$ cat src/rtl/nor_cmd_pkg.sv
package nor_cmd_pkg;

    typedef enum logic [1:0] {
        MODE_ARRAY = 2'd0,
        MODE_ID    = 2'd1,
        MODE_QUERY = 2'd2
    } rd_mode_e;

    typedef enum logic [1:0] {
        OP_NONE = 2'd0,
        OP_PROG = 2'd1,
        OP_SECT = 2'd2,
        OP_CHIP = 2'd3
    } mem_op_e;

    typedef enum logic [3:0] {
        ST_IDLE, ST_UNL2, ST_CMD, ST_PROG, ST_ID,
        ST_ER1, ST_ER2, ST_ERCF, ST_BUSY, ST_QUERY, ST_BYPX
    } seq_st_e;

    localparam logic [7:0] C_RESET   = 8'hF0;
    localparam logic [7:0] C_UNL_A   = 8'hAA;
    localparam logic [7:0] C_UNL_B   = 8'h55;
    localparam logic [7:0] C_QUERY   = 8'h98;
    localparam logic [7:0] C_PROG    = 8'hA0;
    localparam logic [7:0] C_ERASE   = 8'h80;
    localparam logic [7:0] C_CHIP    = 8'h10;
    localparam logic [7:0] C_SECT    = 8'h30;
    localparam logic [7:0] C_ID      = 8'h90;
    localparam logic [7:0] C_BYP     = 8'h20;
    localparam logic [7:0] C_BYPX    = 8'h00;
    localparam logic [7:0] QUERY_OFS = 8'h55;

    localparam logic [7:0] STAT_IDLE  = 8'hFF;
    localparam logic [7:0] STAT_ERASE = 8'h00;

    // data-polling status after a program
    function automatic logic [7:0] poll_status(input logic [7:0] d);
        return {~d[7], 7'h7F};
    endfunction

endpackage

$ cat src/rtl/nor_erase_timer.sv
module nor_erase_timer #(
    parameter int CHIP_CYC = 1000,
    parameter int SECT_CYC = 100
) (
    input  logic clk,
    input  logic rst,
    input  logic start_sect,
    input  logic start_chip,
    output logic busy,
    output logic done
);
    localparam int MAX_CYC = (CHIP_CYC > SECT_CYC) ? CHIP_CYC : SECT_CYC;
    localparam int CNT_W   = $clog2(MAX_CYC + 1);

    logic [CNT_W-1:0] cnt;

    always_ff @(posedge clk) begin
        if (rst) begin
            busy <= 1'b0;
            cnt  <= '0;
        end else if (start_chip) begin
            busy <= 1'b1;
            cnt  <= CNT_W'(CHIP_CYC);
        end else if (start_sect) begin
            busy <= 1'b1;
            cnt  <= CNT_W'(SECT_CYC);
        end else if (busy) begin
            if (cnt == CNT_W'(1)) busy <= 1'b0;
            cnt <= cnt - CNT_W'(1);
        end
    end

    assign done = busy && (cnt == CNT_W'(1));

endmodule

$ cat src/rtl/nor_cmd_fsm.sv
module nor_cmd_fsm
    import nor_cmd_pkg::*;
#(
    parameter int              OFS_W   = 16,
    parameter int              SECT_W  = 12,
    parameter logic [SECT_W-1:0] UNLOCK0 = SECT_W'(12'h555),
    parameter logic [SECT_W-1:0] UNLOCK1 = SECT_W'(12'h2AA)
) (
    input  logic             clk,
    input  logic             rst,
    input  logic             wr_en,
    input  logic [OFS_W-1:0] wr_ofs,
    input  logic [7:0]       wr_data,
    input  logic             erase_done,
    output logic             start_sect,
    output logic             start_chip,
    output mem_op_e          op_q,
    output logic [OFS_W-1:0] ofs_q,
    output logic [7:0]       dat_q,
    output logic [7:0]       stat_q,
    output rd_mode_e         mode
);
    seq_st_e          st, st_n;
    logic             byp, byp_n;
    mem_op_e          op_n;
    logic [OFS_W-1:0] ofs_n;
    logic [7:0]       dat_n, stat_n;

    logic [SECT_W-1:0] sofs;
    logic              hit0, hit1, hitq;

    assign sofs = wr_ofs[SECT_W-1:0];
    assign hit0 = (sofs == UNLOCK0);
    assign hit1 = (sofs == UNLOCK1);
    assign hitq = (sofs == SECT_W'(QUERY_OFS));

    always_comb begin
        st_n       = st;
        byp_n      = byp;
        op_n       = OP_NONE;
        ofs_n      = ofs_q;
        dat_n      = dat_q;
        stat_n     = stat_q;
        start_sect = 1'b0;
        start_chip = 1'b0;
        if (st == ST_BUSY) begin
            if (erase_done) begin
                st_n   = byp ? ST_CMD : ST_IDLE;
                stat_n = STAT_IDLE;
            end
        end else if (wr_en) begin
            if (wr_data == C_RESET && st != ST_PROG) begin
                st_n = ST_IDLE;
            end else begin
                case (st)
                    ST_IDLE: begin
                        if (hitq && wr_data == C_QUERY)      st_n = ST_QUERY;
                        else if (hit0 && wr_data == C_UNL_A) st_n = ST_UNL2;
                    end
                    ST_UNL2: st_n = (hit1 && wr_data == C_UNL_B) ? ST_CMD : ST_IDLE;
                    ST_CMD: begin
                        if (!hit0 && !byp) st_n = ST_IDLE;
                        else begin
                            case (wr_data)
                                C_PROG:  st_n = ST_PROG;
                                C_ERASE: st_n = ST_ER1;
                                C_ID:    st_n = byp ? ST_BYPX : ST_ID;
                                C_BYP: begin
                                    byp_n = 1'b1;
                                    st_n  = ST_CMD;
                                end
                                default: st_n = ST_IDLE;
                            endcase
                        end
                    end
                    ST_PROG: begin
                        op_n   = OP_PROG;
                        ofs_n  = wr_ofs;
                        dat_n  = wr_data;
                        stat_n = poll_status(wr_data);
                        st_n   = byp ? ST_CMD : ST_IDLE;
                    end
                    ST_ID:  st_n = (hitq && wr_data == C_QUERY) ? ST_QUERY : ST_IDLE;
                    ST_ER1: st_n = (hit0 && wr_data == C_UNL_A) ? ST_ER2 : ST_IDLE;
                    ST_ER2: st_n = (hit1 && wr_data == C_UNL_B) ? ST_ERCF : ST_IDLE;
                    ST_ERCF: begin
                        if (wr_data == C_CHIP && hit0) begin
                            op_n       = OP_CHIP;
                            ofs_n      = '0;
                            dat_n      = 8'hFF;
                            stat_n     = STAT_ERASE;
                            start_chip = 1'b1;
                            st_n       = ST_BUSY;
                        end else if (wr_data == C_SECT) begin
                            op_n       = OP_SECT;
                            ofs_n      = {wr_ofs[OFS_W-1:SECT_W], {SECT_W{1'b0}}};
                            dat_n      = 8'hFF;
                            stat_n     = STAT_ERASE;
                            start_sect = 1'b1;
                            st_n       = ST_BUSY;
                        end else begin
                            st_n = ST_IDLE;
                        end
                    end
                    ST_BYPX: st_n = (wr_data == C_BYPX) ? ST_IDLE : ST_CMD;
                    default: st_n = ST_IDLE;
                endcase
            end
        end
        if (st_n == ST_IDLE) byp_n = 1'b0;
    end

    always_ff @(posedge clk) begin
        if (rst) begin
            st     <= ST_IDLE;
            byp    <= 1'b0;
            op_q   <= OP_NONE;
            ofs_q  <= '0;
            dat_q  <= '0;
            stat_q <= STAT_IDLE;
        end else begin
            st     <= st_n;
            byp    <= byp_n;
            op_q   <= op_n;
            ofs_q  <= ofs_n;
            dat_q  <= dat_n;
            stat_q <= stat_n;
        end
    end

    always_comb begin
        case (st)
            ST_ID:    mode = MODE_ID;
            ST_QUERY: mode = MODE_QUERY;
            default:  mode = MODE_ARRAY;
        endcase
    end

endmodule

$ cat src/rtl/nor_cmd_seq.sv
module nor_cmd_seq
    import nor_cmd_pkg::*;
#(
    parameter int                OFS_W    = 16,
    parameter int                SECT_W   = 12,
    parameter logic [SECT_W-1:0] UNLOCK0  = SECT_W'(12'h555),
    parameter logic [SECT_W-1:0] UNLOCK1  = SECT_W'(12'h2AA),
    parameter int                CHIP_CYC = 5000,
    parameter int                SECT_CYC = 500
) (
    input  logic             clk,
    input  logic             rst,
    input  logic             wr_en,
    input  logic [OFS_W-1:0] wr_ofs,
    input  logic [7:0]       wr_data,
    output logic [1:0]       mem_op,
    output logic [OFS_W-1:0] mem_ofs,
    output logic [7:0]       mem_data,
    output logic             busy,
    output logic             done,
    output logic [7:0]       status,
    output logic [1:0]       mode
);
    logic     start_sect, start_chip;
    mem_op_e  op_q;
    rd_mode_e mode_q;

    nor_cmd_fsm #(
        .OFS_W(OFS_W), .SECT_W(SECT_W), .UNLOCK0(UNLOCK0), .UNLOCK1(UNLOCK1)
    ) u_fsm (
        .clk(clk), .rst(rst), .wr_en(wr_en), .wr_ofs(wr_ofs), .wr_data(wr_data),
        .erase_done(done), .start_sect(start_sect), .start_chip(start_chip),
        .op_q(op_q), .ofs_q(mem_ofs), .dat_q(mem_data), .stat_q(status),
        .mode(mode_q)
    );

    nor_erase_timer #(
        .CHIP_CYC(CHIP_CYC), .SECT_CYC(SECT_CYC)
    ) u_timer (
        .clk(clk), .rst(rst), .start_sect(start_sect), .start_chip(start_chip),
        .busy(busy), .done(done)
    );

    assign mem_op = op_q;
    assign mode   = mode_q;

endmodule

$ cat config.mk
export PLATFORM = sky130hd
export DESIGN_NAME = nor_cmd_seq
export DESIGN_NICKNAME = d
export VERILOG_FILES = /design/src/rtl/nor_cmd_pkg.sv /design/src/rtl/nor_erase_timer.sv /design/src/rtl/nor_cmd_fsm.sv /design/src/rtl/nor_cmd_seq.sv
export SDC_FILE = /design/constraint.sdc
export NUM_CORES = 1
export LEC_CHECK = 0
export CAP_MARGIN = 15
export CORE_MARGIN = 2
export CORE_UTILIZATION = 30
export CTS_BUF_LIST = sky130_fd_sc_hd__clkbuf_8
export CTS_CLUSTER_DIAMETER = 60
export DETAILED_ROUTE_END_ITERATION = 7
export PLACE_DENSITY = 0.63
export SKIP_CTS_REPAIR_TIMING = 1
export SYNTH_ARGS = -nofsm -noshare
export SYNTH_HDL_FRONTEND = slang
export SYNTH_SLANG_ARGS = --single-unit
export TNS_END_PERCENT = 50
$ cat constraint.sdc
create_clock -name clk -period 2.76 [get_ports clk]
set_input_delay 0.828 -clock clk [delete_from_list [all_inputs] [get_ports clk]]
set_output_delay 0.828 -clock clk [all_outputs]
set_load 0.03 [all_outputs]
# After elaboration in Yosys (flattened, before gate mapping)
# Cells that the tools add are included.
# word_totals
ff_bits	53
latchBits	0
ramBits	0
mem_bits_ro	0
input_bits	27
out_inout_bits	38
wordCells	122
n_memories	0
# op_classes
n_addsub	1
multipliers	0
div	0
n_lt_le_gt_ge	0
eq_ne	29
shift	0
muxes	53
bitwise	5
reduce_logical	24
# ops
op	n
8-bit 2-to-1 mux	8
8-bit equality test (second input constant)	6
4-bit 2-to-1 mux	11
13-bit 2-to-1 mux	3
4-bit one-hot mux with 9 select lines	1
16-bit 2-to-1 mux	2
16-bit one-hot mux with 2 select lines	1
8-bit one-hot mux with 2 select lines	2
4-bit by 3-bit equality test with 1-bit output (second input constant)	4
8-bit by 6-bit equality test with 1-bit output (second input constant)	2
4-bit one-hot mux with 4 select lines	1
1-bit 2-to-1 mux	15
13-bit by 1-bit equality test with 1-bit output (second input constant)	1
13-bit by 1-bit subtractor with 13-bit output (second input constant)	1
12-bit by 10-bit equality test with 1-bit output (second input constant)	1
12-bit by 11-bit equality test with 1-bit output (second input constant)	1
12-bit by 7-bit equality test with 1-bit output (second input constant)	1
4-bit equality test (second input constant)	3
2-bit 2-to-1 mux	5
5-bit AND reduction	2
4-bit by 2-bit equality test with 1-bit output (second input constant)	2
8-bit by 5-bit equality test with 1-bit output (second input constant)	1
8-bit by 7-bit equality test with 1-bit output (second input constant)	1
4-bit zero test	2
other kinds (18)	35

# Logic depth before layout (Yosys ltp)
# Gate-level depths: netlist of the first run.
# logic_depth
word_depth	10
mapped_depth	9
depth_no_buf	8

# By module
# A second synthesis of the first run with hierarchy kept.
# hier_totals
cells_unflattened	313
hier_area_um2	2560.0
# by_module_without_submodules
mod	instances	cells_each	area_each_um2	seq_area_each_um2
nor_cmd_fsm	1	238	1849.3	660.6
nor_erase_timer	1	75	710.7	280.3

# Worst setup path after synthesis of the first run
# No wires, ideal clock.
# synth_timing
path_type	input-to-reg
startpoint	input port wr_data[1]
endpoint	register u_fsm.dat_q[6]
setup_time_ns	0.132
arrival_time_ns	2.536
t_required_ns	2.628
slack_ns	0.092
path_stages	8
n_path_buf	2
path_cell_list	or4_4 nor4_4 o211ai_4 a21o_1 buf_6 buf_6 nor3_1 nor3_1
# synth_via
elab_chain_len	4
word_cells_on_any_way	10
classes_between	eq/ne: 4; mux: 2; bitwise: 1; reduce/logical: 3
# synth_rtl
item	line	source
start: declaration	nor_cmd_seq.sv:15	input logic [7:0] wr_data,
8-bit by 5-bit equality test with 1-bit output or 8-bit equality test (tied branches)	nor_cmd_fsm.sv:87, nor_cmd_fsm.sv:52	
1-bit logical AND (on tied branches)	nor_cmd_fsm.sv:87, nor_cmd_fsm.sv:52	
3-bit by 1-bit != test with 1-bit output (no line), or another cell as far along	n/a	
5-bit AND reduction (no line) or 8-bit one-hot mux with 2 select lines (tied branches)	n/a	
end signal: assignment	nor_cmd_fsm.sv:126	dat_q <= dat_n;
end: declaration	nor_cmd_fsm.sv:19	output logic [7:0] dat_q,
# Several ways; a longest one is shown, not always the timed one.
# A chain may end at the register's enable or synchronous reset.

# Worst setup path after layout of the first run
# layout_timing
startpoint	input port wr_ofs[6]
endpoint	register u_fsm.byp
# layout_via
elab_chain_len	10
word_cells_on_any_way	25
classes_between	eq/ne: 3; mux: 12; bitwise: 1; reduce/logical: 9
# layout_rtl
item	line	source
start: declaration	nor_cmd_seq.sv:14	input logic [OFS_W-1:0] wr_ofs,
12-bit by 11-bit equality test with 1-bit output	nor_cmd_fsm.sv:33	assign hit0 = (sofs == UNLOCK0);
1-bit logical AND or 1-bit zero test (tied branches)	nor_cmd_fsm.sv:58, nor_cmd_fsm.sv:84, nor_cmd_fsm.sv:62	
4-bit 2-to-1 mux or 1-bit logical AND (tied branches)	nor_cmd_fsm.sv:58, nor_cmd_fsm.sv:62	
4-bit 2-to-1 mux (on tied branches)	nor_cmd_fsm.sv:57, nor_cmd_fsm.sv:62	
4-bit one-hot mux with 9 select lines	nor_cmd_fsm.sv:55	case (st)
4-bit 2-to-1 mux	nor_cmd_fsm.sv:52	if (wr_data == C_RESET && st != ST_PROG) begin
4-bit 2-to-1 mux	nor_cmd_fsm.sv:51	end else if (wr_en) begin
4-bit 2-to-1 mux	nor_cmd_fsm.sv:46	if (st == ST_BUSY) begin
4-bit zero test	nor_cmd_fsm.sv:110	if (st_n == ST_IDLE) byp_n = 1'b0;
2-bit OR reduction (no line)	n/a	
end signal: assignment	nor_cmd_fsm.sv:123	byp <= byp_n;
end: declaration	nor_cmd_fsm.sv:24	logic byp, byp_n;
# Several ways; a longest one is shown, not always the timed one.

==> results.sh, run 1 <==
export IMPL_grt_pass1_vias=2656
export IMPL_async_flop_share=0
export IMPL_critPathArrivalTime_ns=2.98
export IMPL_final_common_cell="clkdlybuf4s50_1"
export IMPL_path_class="input port to register"
export IMPL_r2r_start="u_fsm.st[2]"
export IMPL_drtIter0Drc=168
export IMPL_area_growth_pct=51.1
export IMPL_seq_area_frac_synth=0.364
export IMPL_overflow=0
export IMPL_initial_core_util=0.312
export IMPL_critPathMaxFanout=2
export IMPL_crit_start="wr_ofs[6]"
export IMPL_wl_um=8190
export IMPL_min_period_ns=2.73
export IMPL_skew_ns=0.00815
export IMPL_timing_final_ws_setup_ns=0.0276
export IMPL_synthFlopType="dfxtp_1"
export IMPL_gp_congestion=0.943
export IMPL_synth_edff_count=0
export IMPL_cp_top_family="simple AND/OR/NAND/NOR gates"
export IMPL_cts_tree="yes"
export IMPL_cts_buffers=5
export IMPL_die_h_um=96.9
export IMPL_place_inst=509
export IMPL_root_buffer="clkbuf_8"
export IMPL_finalNetCount=445
export IMPL_slew_headroom=0.483
export IMPL_cp_cell_sequence="clkdlybuf4s50_1, and4bb_2, nand4_1, mux2_2, or4b_2, nand3_1, o41a_1"
export IMPL_finalHoldViolations=0
export IMPL_fin_crit_sh=0.990
export IMPL_hold_class="register to register"
export IMPL_place_ws_ns=-0.492
export IMPL_fin_area_sq_mm=0.00391
export IMPL_diodes=0
export IMPL_synth_warnings=0
export IMPL_core_area_sq_mm=0.00830
export IMPL_die_area_sq_mm=0.00938
export IMPL_synthCells=316
export IMPL_drive_gt1_frac=0.211
export IMPL_hpwl_um=6010
export IMPL_num_rows=33
export IMPL_min_from="u_fsm.ofs_q[3]"
export IMPL_end_kind="register"
export IMPL_placed_area_sq_mm=0.00362
export IMPL_wl_per_cell_um=15.7
export IMPL_mostFrequentLayoutCells="clkdlybuf4s50_1 (58), dfxtp_1 (47), buf_4 (46)"
export IMPL_final_setup_viol_count=0
export IMPL_clkTransAtPathRegs_ns=0.09
export IMPL_grt_usage=0.167
export IMPL_io_buffer_count=64
export IMPL_fmax_mhz=366
export IMPL_die_x_um=96.9
export IMPL_start_kind="input port"
export IMPL_worst_path_buf_inv=1
export IMPL_clkSinkCount=47
export IMPL_maxCapViolations=0
export IMPL_slew_viol_final=0
export IMPL_synth_cell_area_sq_mm=0.00259
export IMPL_run_status="finished, final reports clean"
export IMPL_htreeDepth=2
export IMPL_antenna_found_initial=0
export IMPL_slowest_stage="or4b_2"
export IMPL_num_vias=2762
export IMPL_io_pins=65
export IMPL_synth_avg_cell_area_sq_um=8.19
export IMPL_detail_route_antenna_nets=0
export IMPL_synth_seq_cells=47
export IMPL_insertion_delay_ns=0.30
export IMPL_peakVddDrop_v=0.000230
export IMPL_critPathRequiredTime_ns=3.01
export IMPL_first_pass_iters=4
export IMPL_grt_max_degree=26
export IMPL_tightestPinTransition_ns=0.765
export IMPL_holdWs_ns=0.457
export IMPL_finalNonFillerCells=522
export IMPL_ys_types=59
export IMPL_viasPerCell=5.29
export IMPL_synth_nets=345
export IMPL_clk_path_buf_depth=2
export IMPL_slowest_delay_ns=0.67
export IMPL_powerDensity_mw_per_mm2=371
export IMPL_p_leak_nw=1.46
export IMPL_grt_pass1_wl_um=13100
export IMPL_route_detailed_drc=0
==> cells by family (layout without fill, tap and decap cells) <==
kind of cell	after synthesis	after routing	synth area share
AND/OR/NAND/NOR	169	169	0.372
AO/OA/AOI/OAI	55	55	0.150
flip-flops	47	47	0.364
buffers and inverters	31	132	0.0633
XOR/XNOR	11	11	0.0372
adder cells (fa/ha/maj)	2	2	0.00967
multiplexers	1	1	0.00435
==> report_power, final <==
group          internal (W)  switching (W)  leakage, nW
Sequential         0.000678     0.00000114        0.379
Combinational     0.0000794      0.0000663         1.01
Clock              0.000368       0.000258       0.0703
Total               0.00113       0.000326         1.46
==> sequential cells by signal, indices dropped and copies added (netlist names) <==
register,cells
u_timer.cnt,13
u_fsm.stat_q,2
u_fsm.op_q,2
u_fsm.byp,1
u_fsm.st,4
u_fsm.dat_q,8
u_fsm.ofs_q,16
u_timer.busy,1
==> tightest hold or removal path, cell delays in order, from the launching register on <==
cell and delay [ns]:
dfxtp_1 0.32, nand2_1 0.05, a21oi_1 0.05
==> cells in the mapped netlist (all sizes together), types with 3 or more instances <==
cell type,n,area [sq um]
xnor2,6,52.6
buf,14,100
nor2b,7,43.8
nor3,25,146
nand2b,5,31.3
nor4,11,83.8
nand3,22,110
nand2,36,135
clkbuf,11,41.3
a31oi,3,18.8
nand4b,3,26.3
nor4b,4,35.0
a21oi,29,160
o21ai,6,30.0
nor2,23,86.3
dfxtp,47,941
or3,3,18.8
xor2,5,43.8
nand4,9,56.3
inv,5,18.8
or4b,3,30.0
nor4bb,3,30.0
==> worst paths after layout <==
path / end / slack [ns] / cells past startpoint
setup / recovery: u_fsm.byp / 0.03 / 7
hold / removal: u_fsm.ofs_q[3] / 0.46 / 2
setup reg to reg: u_fsm.byp / 0.39 / 7
hold reg to reg: u_fsm.ofs_q[3] / 0.46 / 2
==> cell type report <==
| type | count | area, sq um |
|---|---|---|
| timing repair buffer | 118 | 1150 |
| clock buffer | 5 | 68.8 |
| inverter | 6 | 22.5 |
| sequential | 47 | 941 |
| clock inverter | 3 | 71.3 |
| tap | 105 | 131 |
| fill | 788 | 4390 |
| multi-input combinational | 238 | 1520 |
==> through the flow <==
step / setup TNS (ns) / utilization / total power (W)
2_1_floorplan: 0 / - / 0.000739
3_3_place_gp: -14.58 / 0.436 / 0.000835
3_5_place_dp: -17.77 / 0.436 / 0.000835
4_1_cts: -3.90 / 0.453 / 0.00146
5_1_grt: -0.00227 / 0.471 / 0.00151
6_report: 0 / 0.471 / 0.00145
==> per-layer routing <==
metal,vias up,part of all wire,GRT usage
met1,1293,0.46,0.220
li1,1352,-,-
met5,-,0,0
met2,104,0.46,0.271
met3,13,0.065,0.0412
met4,0,0.016,0.0466
No activity file was read; power rests on OpenSTA's default activity.
==> run 2, diff against run 1 <==
PLACE_DENSITY = 0.54   (was 0.63)
==> results.sh, run 2 (same netlist as run 1, synthesis figures left out) <==
export IMPL_top_regs="u_fsm.ofs_q: 16 flops, u_timer.cnt: 13 flops, u_fsm.dat_q: 8 flops"
export IMPL_critPathRequiredTime_ns=3.01
export IMPL_timing_rr_end="u_fsm.ofs_q[1]"
export IMPL_initial_core_util=0.312
export IMPL_utilization=0.462
export IMPL_viasPerCell=5.22
export IMPL_hpwl_um=6110
export IMPL_worst_path_most_repeated_cell="buf_4"
export IMPL_clkSinkCount=47
export IMPL_finalNetCount=447
export IMPL_io_buffer_count=64
export IMPL_slew_viol_final=0
export IMPL_die_area_sq_mm=0.00938
export IMPL_holdWs_ns=0.458
export IMPL_root_buffer="clkbuf_8"
export IMPL_reg2reg_depth=9
export IMPL_num_rows=33
export IMPL_cp_cell_sequence="clkdlybuf4s50_1, and4bb_2, buf_4, and4_1, o211ai_4, buf_4, a21oi_4, clkbuf_16, nand3_1, a21oi_1"
export IMPL_end_kind="register"
export IMPL_clk_path_buf_depth=2
export IMPL_worstHoldEndpoint="u_fsm.ofs_q[6]"
export IMPL_die_h_um=96.9
export IMPL_first_pass_iters=4
export IMPL_cts_buffers=5
export IMPL_hold_class="register to register"
export IMPL_htreeDepth=2
export IMPL_grt_usage=0.170
export IMPL_slowest_stage="clkdlybuf4s50_1"
export IMPL_fillers=795
export IMPL_area_growth_pct=48.1
export IMPL_insertion_delay_ns=0.31
export IMPL_route_detailed_drc=0
export IMPL_skew_ns=0.0124
export IMPL_p_leak_nw=1.45
export IMPL_min_period_ns=2.68
export IMPL_maxCapViolations=0
export IMPL_mostFrequentLayoutCells="clkdlybuf4s50_1 (57), buf_4 (52), dfxtp_1 (47)"
export IMPL_peakVddDrop_v=0.000187
export IMPL_grt_max_degree=24
export IMPL_path_class="input port to register"
export IMPL_grt_pass1_wl_um=13200
export IMPL_gp_congestion=1.02
export IMPL_cts_tree="yes"
export IMPL_slowest_delay_ns=0.41
export IMPL_diodes=0
export IMPL_grt_pass1_vias=2694
export IMPL_run_status="finished, final reports clean"
export IMPL_largest_register_ffs=16
export IMPL_fmax_mhz=374
export IMPL_critPathMaxFanout=11
export IMPL_fin_crit_sh=0.970
export IMPL_drtIter0Drc=206
export IMPL_drive_gt1_frac=0.201
export IMPL_die_x_um=96.9
export IMPL_r2r_start="u_fsm.st[0]"
export IMPL_core_area_sq_mm=0.00830
export IMPL_hold_depth=2
export IMPL_critPathArrivalTime_ns=2.92
export IMPL_num_vias=2729
export IMPL_r2r_slack_ns=0.45
export IMPL_final_common_cell="clkdlybuf4s50_1"
export IMPL_tightestPinTransition_ns=0.632
export IMPL_start_kind="input port"
export IMPL_antenna_found_initial=0
export IMPL_overflow=0
export IMPL_min_from="u_fsm.ofs_q[6]"
export IMPL_powerDensity_mw_per_mm2=334
export IMPL_finalHoldViolations=0
export IMPL_final_setup_viol_count=0
export IMPL_slew_headroom=0.577
export IMPL_top_register="u_fsm.ofs_q"
export IMPL_wl_per_cell_um=15.6
export IMPL_io_pins=65
export IMPL_detail_route_antenna_nets=0
export IMPL_wl_um=8170
export IMPL_clkTransAtPathRegs_ns=0.10
run 2: cell count changes in the layout (fill, tap and decap cells not counted), sizes merged:
cell	change
buf	+2
bufinv	-2
clkbuf	+1
clkdlybuf4s50	-1
dlymetal6s2s	+1
run 2: stage by stage:
| stage | setup slack (ns) | TNS, ns | instance area, sq um | instances | power (W) |
|---|---|---|---|---|---|
| after floorplan | 0.0920 | 0 | 2590 | 316 | 0.000739 |
| after CTS | -0.135 | -2.59 | 3730 | 519 | 0.00129 |
| final | 0.0839 | 0 | 3830 | 523 | 0.00128 |
| after global placement | -0.460 | -15.06 | 3640 | 512 | 0.000839 |
| after detailed placement | -0.468 | -16.38 | 3640 | 512 | 0.000838 |
| after global routing | -0.0398 | -0.0398 | 3830 | 523 | 0.00134 |
run 2: how the worst max path moves through the flow:
stage | start | depth (start not counted) | endpoint | slack, ns
after floorplan | wr_data[1] | 8 | u_fsm.dat_q[6] | 0.09
after global placement | wr_data[1] | 8 | u_fsm.byp | -0.46
after global routing | wr_ofs[5] | 10 | u_fsm.ofs_q[1] | -0.04
after detailed placement | wr_data[1] | 8 | u_fsm.byp | -0.47
after CTS | wr_data[1] | 8 | u_fsm.byp | -0.13
final | wr_ofs[7] | 10 | u_fsm.ofs_q[1] | 0.08
run 2: final cells by class:
| class | instances | area (sq um) | share of cell area |
|---|---|---|---|
| clock inverter | 1 | 8.76 | 0.00229 |
| tap | 105 | 131 | 0.0343 |
| clock buffer | 6 | 82.6 | 0.0215 |
| inverter | 6 | 22.5 | 0.00588 |
| timing repair buffer | 120 | 1150 | 0.299 |
| multi-input combinational | 238 | 1500 | 0.391 |
| sequential | 47 | 941 | 0.246 |
run 2: worst max-delay path, delay by kind of cell:
| kind | cells | cell delay (ns) |
|---|---|---|
| buf+inv | 4 | 0.90 |
| simple gates | 3 | 0.69 |
| compound gates | 3 | 0.51 |
run 2: power by group:
part | leakage [nW] | total [W] | internal [W] | switching, W
clock network | 0.0477 | 0.000457 | 0.000202 | 0.000255
logic | 1.02 | 0.000144 | 0.0000794 | 0.0000647
registers | 0.379 | 0.000680 | 0.000678 | 0.00000175
run 2: metal layers:
metal / track usage / vias to the layer above / routed length [um]
li1: - / 1348 / -
met1: 0.223 / 1270 / 3700
met2: 0.273 / 102 / 3740
met3: 0.0441 / 9 / 621
met4: 0.0531 / 0 / 113
met5: 0 / - / 0
